**src/rtl/sqo_pkg.sv**
```systemverilog
package sqo_pkg;

    typedef enum logic [3:0] {
        ST_IDLE,
        ST_CLASSIFY,
        ST_EMIT00,
        ST_EMIT01_ONE,
        ST_EMIT11,
        ST_ALT10,
        ST_ALT01,
        ST_DRAIN,
        ST_DONE
    } seq_state_e;

    localparam logic [1:0] GRP_00 = 2'b00;
    localparam logic [1:0] GRP_01 = 2'b01;
    localparam logic [1:0] GRP_10 = 2'b10;
    localparam logic [1:0] GRP_11 = 2'b11;

endpackage

```
**src/rtl/sqo_pair_store.sv**
```systemverilog
module sqo_pair_store #(
    parameter int N  = 8,
    parameter int W  = 8,
    parameter int IW = 3
) (
    input  logic                clk,
    input  logic                rst_n,
    input  logic                wr_req,
    input  logic                lock,
    input  logic [IW-1:0]       wr_idx,
    input  logic [W-1:0]        wr_vec,
    input  logic [W-1:0]        wr_rsp,
    output logic [N-1:0]        ent_valid,
    output logic [N-1:0][1:0]   ent_code
);

    typedef struct packed {
        logic [N-1:0]      valid;
        logic [N-1:0][1:0] code;
    } store_regs_t;

    store_regs_t r_q, r_d;
    logic        wr_ok;

    assign wr_ok = wr_req && !lock && (int'(wr_idx) < N);

    always_comb begin
        r_d = r_q;
        if (wr_ok) begin
            r_d.valid[wr_idx] = 1'b1;
            r_d.code[wr_idx]  = {wr_vec[0], wr_rsp[W-1]};
        end
    end

    always_ff @(posedge clk or negedge rst_n) begin
        if (!rst_n) r_q <= '0;
        else        r_q <= r_d;
    end

    assign ent_valid = r_q.valid;
    assign ent_code  = r_q.code;

    // an accepted write lands in its slot with the derived group code
    p_write_lands_r11: assert property (@(posedge clk) disable iff (!rst_n)
        wr_ok |=> ent_valid[$past(wr_idx)] &&
                  ent_code[$past(wr_idx)] == {$past(wr_vec[0]), $past(wr_rsp[W-1])});

    // a write during a run leaves the store untouched
    p_locked_hold_r9: assert property (@(posedge clk) disable iff (!rst_n)
        (wr_req && lock) |=> ($stable(ent_valid) && $stable(ent_code)));

endmodule

```
**src/rtl/sqo_low_pick.sv**
```systemverilog
module sqo_low_pick #(
    parameter int N  = 8,
    parameter int IW = 3
) (
    input  logic [N-1:0]  req,
    output logic          found,
    output logic [IW-1:0] idx
);

    always_comb begin
        found = |req;
        idx   = '0;
        for (int i = N - 1; i >= 0; i--) begin
            if (req[i]) idx = IW'(i);
        end
    end

endmodule

```
**src/rtl/scan_order_seq.sv**
```systemverilog
module scan_order_seq
    import sqo_pkg::*;
#(
    parameter int NUM_PAIRS = 8,
    parameter int VEC_W     = 8,
    localparam int IDX_W    = (NUM_PAIRS > 1) ? $clog2(NUM_PAIRS) : 1,
    localparam int CNT_W    = $clog2(NUM_PAIRS + 1)
) (
    input  logic             clk,
    input  logic             rst_n,
    input  logic             ld_en,
    input  logic [IDX_W-1:0] ld_idx,
    input  logic [VEC_W-1:0] ld_vec,
    input  logic [VEC_W-1:0] ld_rsp,
    input  logic             start,
    output logic             seq_valid,
    output logic [IDX_W-1:0] seq_idx,
    output logic             seq_last,
    output logic             busy,
    output logic [CNT_W-1:0] clash_orig,
    output logic [CNT_W-1:0] clash_new
);

    localparam int NGRP = 4;

    typedef struct packed {
        seq_state_e           st;
        logic [IDX_W-1:0]     scan;
        logic [NUM_PAIRS-1:0] pend;
        logic [CNT_W-1:0]     total;
        logic [CNT_W-1:0]     emitted;
        logic [CNT_W-1:0]     c_orig;
        logic [CNT_W-1:0]     c_new;
        logic                 have_prev;
        logic                 prev_msb;
        logic [1:0]           drain_grp;
        logic                 ov;
        logic [IDX_W-1:0]     oidx;
        logic                 olast;
    } seq_regs_t;

    seq_regs_t r_q, r_d;

    logic [NUM_PAIRS-1:0]         ent_valid;
    logic [NUM_PAIRS-1:0][1:0]    ent_code;
    logic [NGRP-1:0][NUM_PAIRS-1:0] grp_req;
    logic [NGRP-1:0]              grp_found;
    logic [NGRP-1:0][IDX_W-1:0]   grp_idx;
    logic                         busy_w;
    logic                         emit;
    logic [1:0]                   emit_grp;
    logic [IDX_W-1:0]             sel_idx;

    assign busy_w = (r_q.st != ST_IDLE && r_q.st != ST_DONE) || r_q.ov;

    sqo_pair_store #(.N(NUM_PAIRS), .W(VEC_W), .IW(IDX_W)) u_store (
        .clk       (clk),
        .rst_n     (rst_n),
        .wr_req    (ld_en),
        .lock      (busy_w),
        .wr_idx    (ld_idx),
        .wr_vec    (ld_vec),
        .wr_rsp    (ld_rsp),
        .ent_valid (ent_valid),
        .ent_code  (ent_code)
    );

    for (genvar g = 0; g < NGRP; g++) begin : g_grp
        for (genvar i = 0; i < NUM_PAIRS; i++) begin : g_slot
            assign grp_req[g][i] = ent_valid[i] && r_q.pend[i] && (ent_code[i] == 2'(g));
        end
        sqo_low_pick #(.N(NUM_PAIRS), .IW(IDX_W)) u_pick (
            .req   (grp_req[g]),
            .found (grp_found[g]),
            .idx   (grp_idx[g])
        );
    end

    assign sel_idx = grp_idx[emit_grp];

    always_comb begin
        r_d      = r_q;
        r_d.ov   = 1'b0;
        r_d.olast = 1'b0;
        emit     = 1'b0;
        emit_grp = GRP_00;

        case (r_q.st)
            ST_IDLE, ST_DONE: begin
                if (start && !busy_w) begin
                    r_d.st        = ST_CLASSIFY;
                    r_d.scan      = '0;
                    r_d.pend      = ent_valid;
                    r_d.total     = '0;
                    r_d.emitted   = '0;
                    r_d.c_orig    = '0;
                    r_d.c_new     = '0;
                    r_d.have_prev = 1'b0;
                end
            end
            ST_CLASSIFY: begin
                if (ent_valid[r_q.scan]) begin
                    r_d.total = r_q.total + 1'b1;
                    if (r_q.have_prev && (ent_code[r_q.scan][1] != r_q.prev_msb))
                        r_d.c_orig = r_q.c_orig + 1'b1;
                    r_d.have_prev = 1'b1;
                    r_d.prev_msb  = ent_code[r_q.scan][0];
                end
                if (int'(r_q.scan) == NUM_PAIRS - 1) begin
                    r_d.st        = ST_EMIT00;
                    r_d.have_prev = 1'b0;
                end else begin
                    r_d.scan = r_q.scan + 1'b1;
                end
            end
            ST_EMIT00: begin
                if (grp_found[GRP_00]) begin
                    emit = 1'b1; emit_grp = GRP_00;
                end else begin
                    r_d.st = ST_EMIT01_ONE;
                end
            end
            ST_EMIT01_ONE: begin
                r_d.st = ST_EMIT11;
                if (grp_found[GRP_01]) begin
                    emit = 1'b1; emit_grp = GRP_01;
                end
            end
            ST_EMIT11: begin
                if (grp_found[GRP_11]) begin
                    emit = 1'b1; emit_grp = GRP_11;
                end else begin
                    r_d.st = ST_ALT10;
                end
            end
            ST_ALT10: begin
                if (grp_found[GRP_10]) begin
                    emit = 1'b1; emit_grp = GRP_10;
                    r_d.st = ST_ALT01;
                end else if (grp_found[GRP_01]) begin
                    r_d.st = ST_DRAIN; r_d.drain_grp = GRP_01;
                end else begin
                    r_d.st = ST_DONE;
                end
            end
            ST_ALT01: begin
                if (grp_found[GRP_01]) begin
                    emit = 1'b1; emit_grp = GRP_01;
                    r_d.st = ST_ALT10;
                end else if (grp_found[GRP_10]) begin
                    r_d.st = ST_DRAIN; r_d.drain_grp = GRP_10;
                end else begin
                    r_d.st = ST_DONE;
                end
            end
            ST_DRAIN: begin
                if (grp_found[r_q.drain_grp]) begin
                    emit = 1'b1; emit_grp = r_q.drain_grp;
                end else begin
                    r_d.st = ST_DONE;
                end
            end
            default: r_d.st = ST_IDLE;
        endcase

        if (emit) begin
            r_d.ov            = 1'b1;
            r_d.oidx          = sel_idx;
            r_d.pend[sel_idx] = 1'b0;
            r_d.olast         = (r_q.emitted + 1'b1 == r_q.total);
            r_d.emitted       = r_q.emitted + 1'b1;
            if (r_q.have_prev && (ent_code[sel_idx][1] != r_q.prev_msb))
                r_d.c_new = r_q.c_new + 1'b1;
            r_d.have_prev = 1'b1;
            r_d.prev_msb  = ent_code[sel_idx][0];
        end
    end

    always_ff @(posedge clk or negedge rst_n) begin
        if (!rst_n) r_q <= '{st: ST_IDLE, default: '0};
        else        r_q <= r_d;
    end

    assign seq_valid  = r_q.ov;
    assign seq_idx    = r_q.oidx;
    assign seq_last   = r_q.olast;
    assign busy       = busy_w;
    assign clash_orig = r_q.c_orig;
    assign clash_new  = r_q.c_new;

    // an emitted index always names a stored slot
    p_emit_stored_r6: assert property (@(posedge clk) disable iff (!rst_n)
        seq_valid |-> ent_valid[seq_idx]);

    // the last flag only travels with a valid index
    p_last_with_valid_r6: assert property (@(posedge clk) disable iff (!rst_n)
        seq_last |-> seq_valid);

    // the same index never appears on two consecutive beats
    p_no_repeat_r6: assert property (@(posedge clk) disable iff (!rst_n)
        seq_valid |=> !(seq_valid && seq_idx == $past(seq_idx)));

    // with no run and no start, both counts hold
    p_counts_hold_r8: assert property (@(posedge clk) disable iff (!rst_n)
        (!busy && !start) |=> ($stable(clash_new) && $stable(clash_orig)));

    // the reordered count grows by at most one per emitted beat
    p_new_step_r8: assert property (@(posedge clk) disable iff (!rst_n)
        busy |=> (clash_new == $past(clash_new) || clash_new == $past(clash_new) + 1'b1));

endmodule

```
**config.mk**
```make
export PLATFORM = sky130hd
export DESIGN_NAME = scan_order_seq
export DESIGN_NICKNAME = d
export VERILOG_FILES = /design/src/rtl/sqo_pkg.sv /design/src/rtl/sqo_pair_store.sv /design/src/rtl/sqo_low_pick.sv /design/src/rtl/scan_order_seq.sv
export SDC_FILE = /design/constraint.sdc
export NUM_CORES = 1
export LEC_CHECK = 0
export BUFFER_PORTS_ARGS = -buffer_cell sky130_fd_sc_hd__buf_2
export CAP_MARGIN = 20
export CORE_MARGIN = 4
export CORE_UTILIZATION = 54
export CTS_CLUSTER_DIAMETER = 60
export DETAILED_ROUTE_END_ITERATION = 8
export GPL_ROUTABILITY_DRIVEN = 0
export PLACE_DENSITY = 0.76
export SETUP_SLACK_MARGIN = 0.1
export SYNTH_ARGS = -nofsm -noshare
export SYNTH_HDL_FRONTEND = slang
export SYNTH_SLANG_ARGS = --single-unit
```
**constraint.sdc**
```tcl
create_clock -name clk -period 3.9 [get_ports clk]
set_input_delay 0.78 -clock clk [delete_from_list [all_inputs] [get_ports clk]]
set_output_delay 0.78 -clock clk [all_outputs]
set_load 0.005 [all_outputs]
```
* Yosys cells after proc, flatten, opt, wreduce, memory -nomap -nowiden
Index checks and enable logic that the tools add are counted.
** Storage, ports and cells
- Register bits :: 64
- Bits of input ports :: 23
- Output and inout port bits :: 14
- Word-level logic and storage cells :: 262
** Operators by class
- Add/sub/neg operators :: 5
- $lt $le $gt $ge :: 7
- Eq/ne operators :: 51
- Multiplexer cells :: 94
- Bitwise operators :: 3
- Reduce and logical (&&, ||, !) cells :: 80
** Operator list (count)
- two-way mux 3 bit :: 34
- two-way mux 4 bit :: 15
- logical AND 1 bit :: 47
- equality test 2 bit (second input constant) :: 16
- two-way mux 32 bit :: 1
- one-hot mux 4 bit (8 select lines) :: 1
- OR reduction 8 bit :: 4
- two-way mux 2 bit :: 11
- inequality test 2 bit (second input constant) :: 10
- adder 4 x 1 -> 4 bit (second input constant) :: 4
- bitwise mux 16 bit :: 1
- equality test 2 x 1 -> 1 bit (second input constant) :: 8
- equality test 4 x 3 -> 1 bit (second input constant) :: 4
- zero test 2 bit :: 8
- two-way mux 8 bit :: 2
- one-hot mux 4 bit (2 select lines) :: 2
- binary-select mux 2 bit (select 3 bit) :: 2
- < comparator 3 x 4 -> 1 bit (second input constant) :: 3
- two-way mux 1 bit :: 12
- nonzero test 2 bit :: 6
- AND reduction 5 bit :: 2
- AND reduction 3 bit :: 3
- bitwise AND 8 bit :: 1
- equality test 4 x 2 -> 1 bit (second input constant) :: 2
- 33 further kinds :: 41

* Logic depth before layout (Yosys ltp)
Gate-level depths: netlist of the first run.
- Depth in word-level cells :: 19
- Gate-level depth with buffers :: 14
- Gate-level depth less buffers :: 12

* Cells and area by module
Synthesis of the first run repeated with hierarchy kept, for this count alone.
** Second synthesis, totals
- Cells, all modules :: 461
- Area total of the unflattened synthesis :: 4266.6 um2
** By module, submodules not included
- scan_order_seq :: instances 1, cells each 349, area each 3014.1 um2, seq. area each 1001.0 um2
- sqo_pair_store :: instances 1, cells each 60, area each 927.1 um2, seq. area each 600.6 um2
- sqo_low_pick :: instances 4, cells each 13, area each 81.3 um2, seq. area each 0.0 um2

* Least setup slack after synthesis of the first run
Ideal clock, no wire load.
- Path type :: reg2reg
- From :: register u_store.r_q, in the netlist u_store.ent_valid[2]
- To :: register r_q, in the netlist clash_new[2]
- Setup time :: 0.080 ns
- Data arrival time :: 3.723 ns
- Data required time :: 3.820 ns
- Path slack :: 0.097 ns
- Cell stages (with the launch flop) :: 14
- Path buffers :: 2
- Clock period less this slack :: 3.803 ns
- Cells stage by stage :: dfrtp_1 -> and4b_4 -> or4_4 -> nor2b_4 -> a211oi_4 -> or2_1 -> buf_6 -> o311a_1 -> buf_6 -> o311a_4 -> nor4_4 -> mux2i_4 -> mux2_4 -> mux2i_4
** RTL lines
- start, declared :: RTL line sqo_pair_store.sv:22 : store_regs_t r_q, r_d;
- start signal, assigned :: RTL line sqo_pair_store.sv:37 : else r_q <= r_d;
- end signal, assigned :: RTL line scan_order_seq.sv:181 : else r_q <= r_d;
- end, declared :: RTL line scan_order_seq.sv:42 : seq_regs_t r_q, r_d;

==> reports/results.txt, run 1 <==
Data arrival time of the critical path = 4020 ps
Post-layout utilization of the core = 66.0%
Max FO, Critical Path = 8
Storage element area = 0.00160 mm²
Cts hold-fix bufs = 0
Internal cell power = 2.90 mW
Cell at the root of the clock tree = clkbuf_8
Maxcap violations = 0
Kind of end point of the critical path = flip-flop
Kind of start point of the critical path = flip-flop
Worst reg2reg setup slack = 150 ps
Overflow after GRT = 0
Buffers on Ports = 22
Core area = 0.00741 mm²
Total power density per cell area = 1090 mW/mm²
Number of top-level pins = 37
Main flop type after synthesis = dfrtp_1
Hold Path Class = primary input to asynchronous set/reset pin
Endpoints failing setup = 0
Number of cell rows = 31
Number of hold violations in the final report = 0
Number of global-route vias before repair = 3,543
Setup repair after global routing missed its margin = true
Critical Path RT = 4170 ps
Worst-path cell with the longest stage delay = or4_4
Highest Clock Rate = 267 MHz
Effective utilization at floorplan = 56.6%
Buffers plus inverters on the worst setup path = 1
Status = finished clean
Sw Pwr = 2.43 mW
Overall via count from detail_route = 3,716
IR Drop Worst-Case VDD = 581 µV
Detailed router's first-iteration violation count = 287
Clock Sink Count = 64
Number of routed nets with antenna violations = 0
Total count of max-transition violations in the final report = 0
FILL cells = 604
Most frequent standard cell in the layout excluding fill and tap cells = dfrtp_1
Post-synthesis sequential area ratio = 38.2%
Area Growth Syn to Fin = 16.6%
Final Net Count = 511
Final non-filler cell total = 586
Die Width = 96.1 µm
CTS Buf Count = 9
Category of cells accounting for the largest share of critical-path delay = simple AND/OR/NAND/NOR gates
Number of enable-type register cells in the synthesized netlist = 0
Proportion of register bits with asynchronous set or reset after synthesis = 100%
Total nets after synthesis = 460
Die height = 96.1 µm
Reg-to-reg critical path endpoint = clash_new[2]
Detailed-route wire length = 10,800 µm
Gate Count Post-Synth = 431
Reg-to-reg critical path startpoint = u_store.ent_code[0]
Flip-flop and latch count after synthesis = 64
Relative slew slack = 34.6%
Number of cells traversed by the worst register-to-register path = 13
Layout cell share with drive strength beyond 1 = 26.7%
Insertion delay to the later sink of the worst-skew pair = 340 ps
Total chip power = 5.33 mW
Mapped Avg Cell Area = 9.73 µm²
Average vias per placed instance = 6.34
Sequential fraction of design power = 24.1%
Area of combinational cells with multiple inputs = 0.00251 mm²
Worst setup path endpoint = clash_new[2]
Diode count = 0
Final critical-path required period = 3750 ps
Clock transition at the register clock pins on the worst setup and hold paths after CTS = 70 ps
Number of warning messages in the yosys log = 0
Cell taking the most area after synthesis = dfrtp_1
H-Tree Depth = 3
Transition time of the tightest slew-check pin = 968 ps
Clock group share of total power = 10.3%
Crit path largest cell delay = 580 ps
Routed wire per std cell = 18.4 µm
Net switching share of the total power = 45.7%
Most used cells in the layout excluding fill and tap cells = dfrtp_1 (62), buf_4 (39), nand2_1 (34)
Setup tns final = 0 ps
Overall Global Routing Usage = 24.3%
Maximum buffer depth of the clock tree = 2
Ordered list of cells on the worst path = and4b_2, or4_4, nor2b_4, o21ai_4, or2_4, buf_6, o211a_1, nor4_4, o311a_1, nor4_4, mux2i_4, mux2_4, mux2i_4
P_leak = 2.23 nW
Worst setup skew after layout = 9.11 ps
Leading post-synthesis cells by cell area = dfrtp_1 (38%), mux2_2 (4.6%), mux4_2 (3.2%), mux2i_1 (3.1%), o21ai_0 (3.1%)
Pin count of the biggest net entering global routing = 31
Library cells used by synthesis = 63
Number of DRC violations after detailed routing = 0
Post-Synthesis Cell Area = 0.00420 mm²
Origin of the worst setup path = u_store.ent_code[0]
Global-route wire length before repair = 17,100 µm
Area fraction of the dominant cell type after synthesis = 38.2%
Combinational share of power = 65.7%
Final HPWL DP = 7750 µm
Placed cell count = 558
TritonCTS clock tree = built
Start-to-end type of the worst setup path = flip-flop to flip-flop
Critical path depth in cells = 13
Initial antenna violation count = 0
First drt pass iteration count = 5
Floorplan die area = 0.00924 mm²
Final critical-path share of the clock period = 96.1%
[layer usage]
metal / up-vias / track usage [%] / part of all wire (%) / wire length, µm
met3: 41 / 6.10 / 5.8 / 624
met4: 0 / 10.5 / 3.6 / 389
met5: - / 0 / 0 / 0
met1: 1814 / 29.5 / 43 / 4640
met2: 146 / 40.7 / 48 / 5130
li1: 1715 / - / - / -
[synth_stat cells, types with 9 or more instances]
library cell / count
buf_4: 11
clkbuf_1: 9
nand2_1: 34
nor2_1: 32
nand4b_1: 12
nand3_1: 18
mux2i_1: 13
inv_1: 16
mux2_2: 17
a21oi_1: 18
nand2b_1: 12
o21ai_0: 26
nand4_1: 14
dfrtp_1: 64
[logic make-up after synthesis]
family	after synthesis	share of synthesized area (%)
xor+xnor	13	2.71
simple gates	177	24.7
buf+inv	39	4.83
flops	64	38.2
mux	40	12.9
compound gates	91	14.6
fa+ha+maj	7	2.03
[power by group through the flow]
stage                     logic (mW)  clock network, mW  registers (mW)
after detailed placement        2.99                  0            1.29
after floorplan                 2.23                  0            1.23
after CTS                       3.05              0.560            1.28
after global placement          2.91                  0            1.27
final                           3.50              0.547            1.28
after global routing            3.76              0.591            1.33
[worst min path at each step]
stage,start,end
after floorplan,seq_idx[1],seq_idx[1]
after global placement,seq_idx[0],seq_idx[0]
after detailed placement,seq_idx[0],seq_idx[0]
after CTS,rst_n,r_q[24]
after global routing,rst_n,r_q[20]
final,rst_n,r_q[24]
[layout make-up]
type / instances / share of cell area [%]
inverter: 16 / 1.23
tap: 99 / 2.53
clock buffer: 12 / 2.76
multi-input combinational: 329 / 51.3
timing repair buffer: 62 / 8.47
sequential: 64 / 32.8
clock inverter: 4 / 0.921
[metrics by stage]
step	worst slack, ps	hold WS (ps)	instance area [µm²]
after floorplan	96.8	450	4200
after global placement	84.4	455	4500
after detailed placement	42.3	466	4500
after CTS	112	481	4710
after global routing	48.7	499	4890
final	151	459	4890
[timing repair]
action / 4_1_cts / 5_1_grt
buffers inserted: 0 / 11
setup endpoints to repair: 1 / 3
pin swaps: 0 / 13
gates cloned: 0 / 1
gates resized for setup: 3 / 17
[flip-flops by register name, indices dropped and copies added (netlist names)]
name               flops
u_store.ent_code      16
clash_orig             4
seq_last               1
clash_new              4
seq_valid              1
u_store.ent_valid      8
r_q                   27
seq_idx                3
Power figures use the tool's default switching activity.
==> run 2, diff against run 1 <==
==> constraint.sdc (replaced) <==
create_clock -name clk -period 3.9 [get_ports clk]
set_input_delay 0.39 -clock clk [delete_from_list [all_inputs] [get_ports clk]]
set_output_delay 0.39 -clock clk [all_outputs]
set_load 0.005 [all_outputs]
==> run 2 against run 1 <==
Non-clock buffer count fell by 1. Core utilization increased by 0.44 points. Via count decreased by 2.0%. Register-to-register slack got worse by 30 ps. Global-route usage shrank 0.61 points. Cell count decreased by 0.34%. Combinational power shrank 3%. Wire length fell by 1.3%. Maximum frequency fell by 0.72%. Die area is the same. Sequential share of layout area is 0.12 points lower. Critical path type unchanged. Critical endpoint unchanged. Largest power group unchanged.
==> reports/results.txt, run 2 (same netlist as run 1, synthesis figures left out) <==
Clock transition at the register clock pins on the worst setup and hold paths after CTS = 80 ps
Initial antenna violation count = 0
Highest Clock Rate = 265 MHz
First drt pass iteration count = 5
Clock Sink Count = 64
Ordered list of cells on the worst path = and4b_1, nor4bb_1, buf_4, nor2b_4, o21ai_4, or2_4, a311oi_2, nor4_4, o311a_1, nor4_4, mux2i_4, mux2_4, mux2i_4
Detailed router's first-iteration violation count = 258
Worst reg2reg setup slack = 120 ps
Area Growth Syn to Fin = 17.3%
Overflow after GRT = 0
Final HPWL DP = 7670 µm
Number of routed nets with antenna violations = 0
Endpoints failing setup = 0
Insertion delay to the later sink of the worst-skew pair = 350 ps
Maximum buffer depth of the clock tree = 2
Worst setup path endpoint = clash_new[2]
Reg-to-reg critical path endpoint = clash_new[2]
Transition time of the tightest slew-check pin = 857 ps
Worst setup skew after layout = 9.43 ps
Relative slew slack = 42.1%
Critical path depth in cells = 13
Die Width = 96.1 µm
Setup repair after global routing missed its margin = false
Pin count of the biggest net entering global routing = 40
Number of cells traversed by the worst register-to-register path = 13
Origin of the worst setup path = r_q[29]
Number of DRC violations after detailed routing = 0
Setup tns final = 0 ps
Die height = 96.1 µm
Number of cell rows = 31
Final critical-path share of the clock period = 96.8%
Effective utilization at floorplan = 56.6%
Most used cells in the layout excluding fill and tap cells = dfrtp_1 (58), buf_4 (39), nand2_1 (34)
Data arrival time of the critical path = 4050 ps
Kind of end point of the critical path = flip-flop
Core area = 0.00741 mm²
Overall via count from detail_route = 3,642
Cell at the root of the clock tree = clkbuf_8
Total chip power = 5.42 mW
Category of cells accounting for the largest share of critical-path delay = simple AND/OR/NAND/NOR gates
Status = finished clean
Final critical-path required period = 3780 ps
Kind of start point of the critical path = flip-flop
Post-layout utilization of the core = 66.4%
Crit path largest cell delay = 480 ps
Number of top-level pins = 37
H-Tree Depth = 3
Number of global-route vias before repair = 3,398
Total power density per cell area = 1100 mW/mm²
Number of hold violations in the final report = 0
Overall Global Routing Usage = 23.7%
Average vias per placed instance = 6.24
Total count of max-transition violations in the final report = 0
Number of flip-flops in the largest register = 27
Worst hold-check slack = 39.8 ps
Final Net Count = 509
Buffers on Ports = 22
IR Drop Worst-Case VDD = 519 µV
Hold Path Class = primary input to asynchronous set/reset pin
CTS Buf Count = 9
Worst-path cell with the longest stage delay = a311oi_2
Max FO, Critical Path = 6
Layout cell share with drive strength beyond 1 = 27.2%
Cts hold-fix bufs = 0
Critical Path RT = 4170 ps
Largest reg by FF count = r_q
TritonCTS clock tree = built
Global-route wire length before repair = 16,700 µm
Start-to-end type of the worst setup path = flip-flop to flip-flop
Maxcap violations = 0
Detailed-route wire length = 10,700 µm
Reg-to-reg critical path startpoint = r_q[29]
Floorplan die area = 0.00924 mm²
Diode count = 0
Buffers plus inverters on the worst setup path = 1
P_leak = 2.24 nW
Most frequent standard cell in the layout excluding fill and tap cells = dfrtp_1
FILL cells = 616
Routed wire per std cell = 18.2 µm
-- run 2: changes by cell type in the layout (fill, tap and decap cells not counted), sizes merged --
cell	change
o311a	-1
clkbuf	-3
clkinv	-1
bufinv	+2
inv	+2
buf	-1
-- run 2: how the worst min path moves through the flow --
| stage | from | depth (start not counted) | slack, ps | end |
|---|---|---|---|---|
| 2_1_floorplan | rst_n | 0 | 90 | clash_new[0] |
| 3_3_place_gp | rst_n | 1 | 440 | r_q[24] |
| 3_5_place_dp | rst_n | 1 | 440 | r_q[24] |
| 4_1_cts | rst_n | 1 | 50 | r_q[24] |
| 5_1_grt | rst_n | 1 | 70 | r_q[24] |
| 6_report | rst_n | 1 | 40 | r_q[24] |
-- run 2: final cells by class --
class | count | area [µm²] | area share, %
Multi-Input combinational cell | 328 | 2470 | 50.3
Timing Repair Buffer | 61 | 403 | 8.19
Clock buffer | 9 | 124 | 2.52
Sequential cell | 64 | 1610 | 32.7
Tap cell | 99 | 124 | 2.52
Clock inverter | 7 | 128 | 2.59
Inverter | 16 | 60.1 | 1.22
-- run 2: report_power, final --
group / leakage [nW] / internal (mW) / switching [mW] / total, mW
Clock: 0.126 / 0.433 / 0.295 / 0.728
Combinational: 1.33 / 1.60 / 1.80 / 3.39
Sequential: 0.789 / 0.954 / 0.341 / 1.30
Total: 2.24 / 2.98 / 2.43 / 5.42
-- run 2: what timing repair did --
| item | 4_1_cts | 5_1_grt |
|---|---|---|
| pin swaps | 0 | 12 |
| buffers inserted | 0 | 12 |
| resized for setup | 3 | 17 |
| setup endpoints to repair | 1 | 4 |
| gates cloned | 0 | 0 |
-- run 2: stage by stage --
stage                     cells  instance area, µm²  setup WS (ps)
after floorplan             431                4200           96.8
after global placement      556                4490            130
after detailed placement    556                4490           80.5
after CTS                   572                4760            105
after global routing        584                4920           17.6
final                       584                4920            124
-- run 2: metal layers --
metal | routed length (µm) | track usage [%]
met5 | 0 | 0
met4 | 327 | 9.48
met3 | 843 | 6.41
met2 | 5020 | 38.1
met1 | 4460 | 30.1
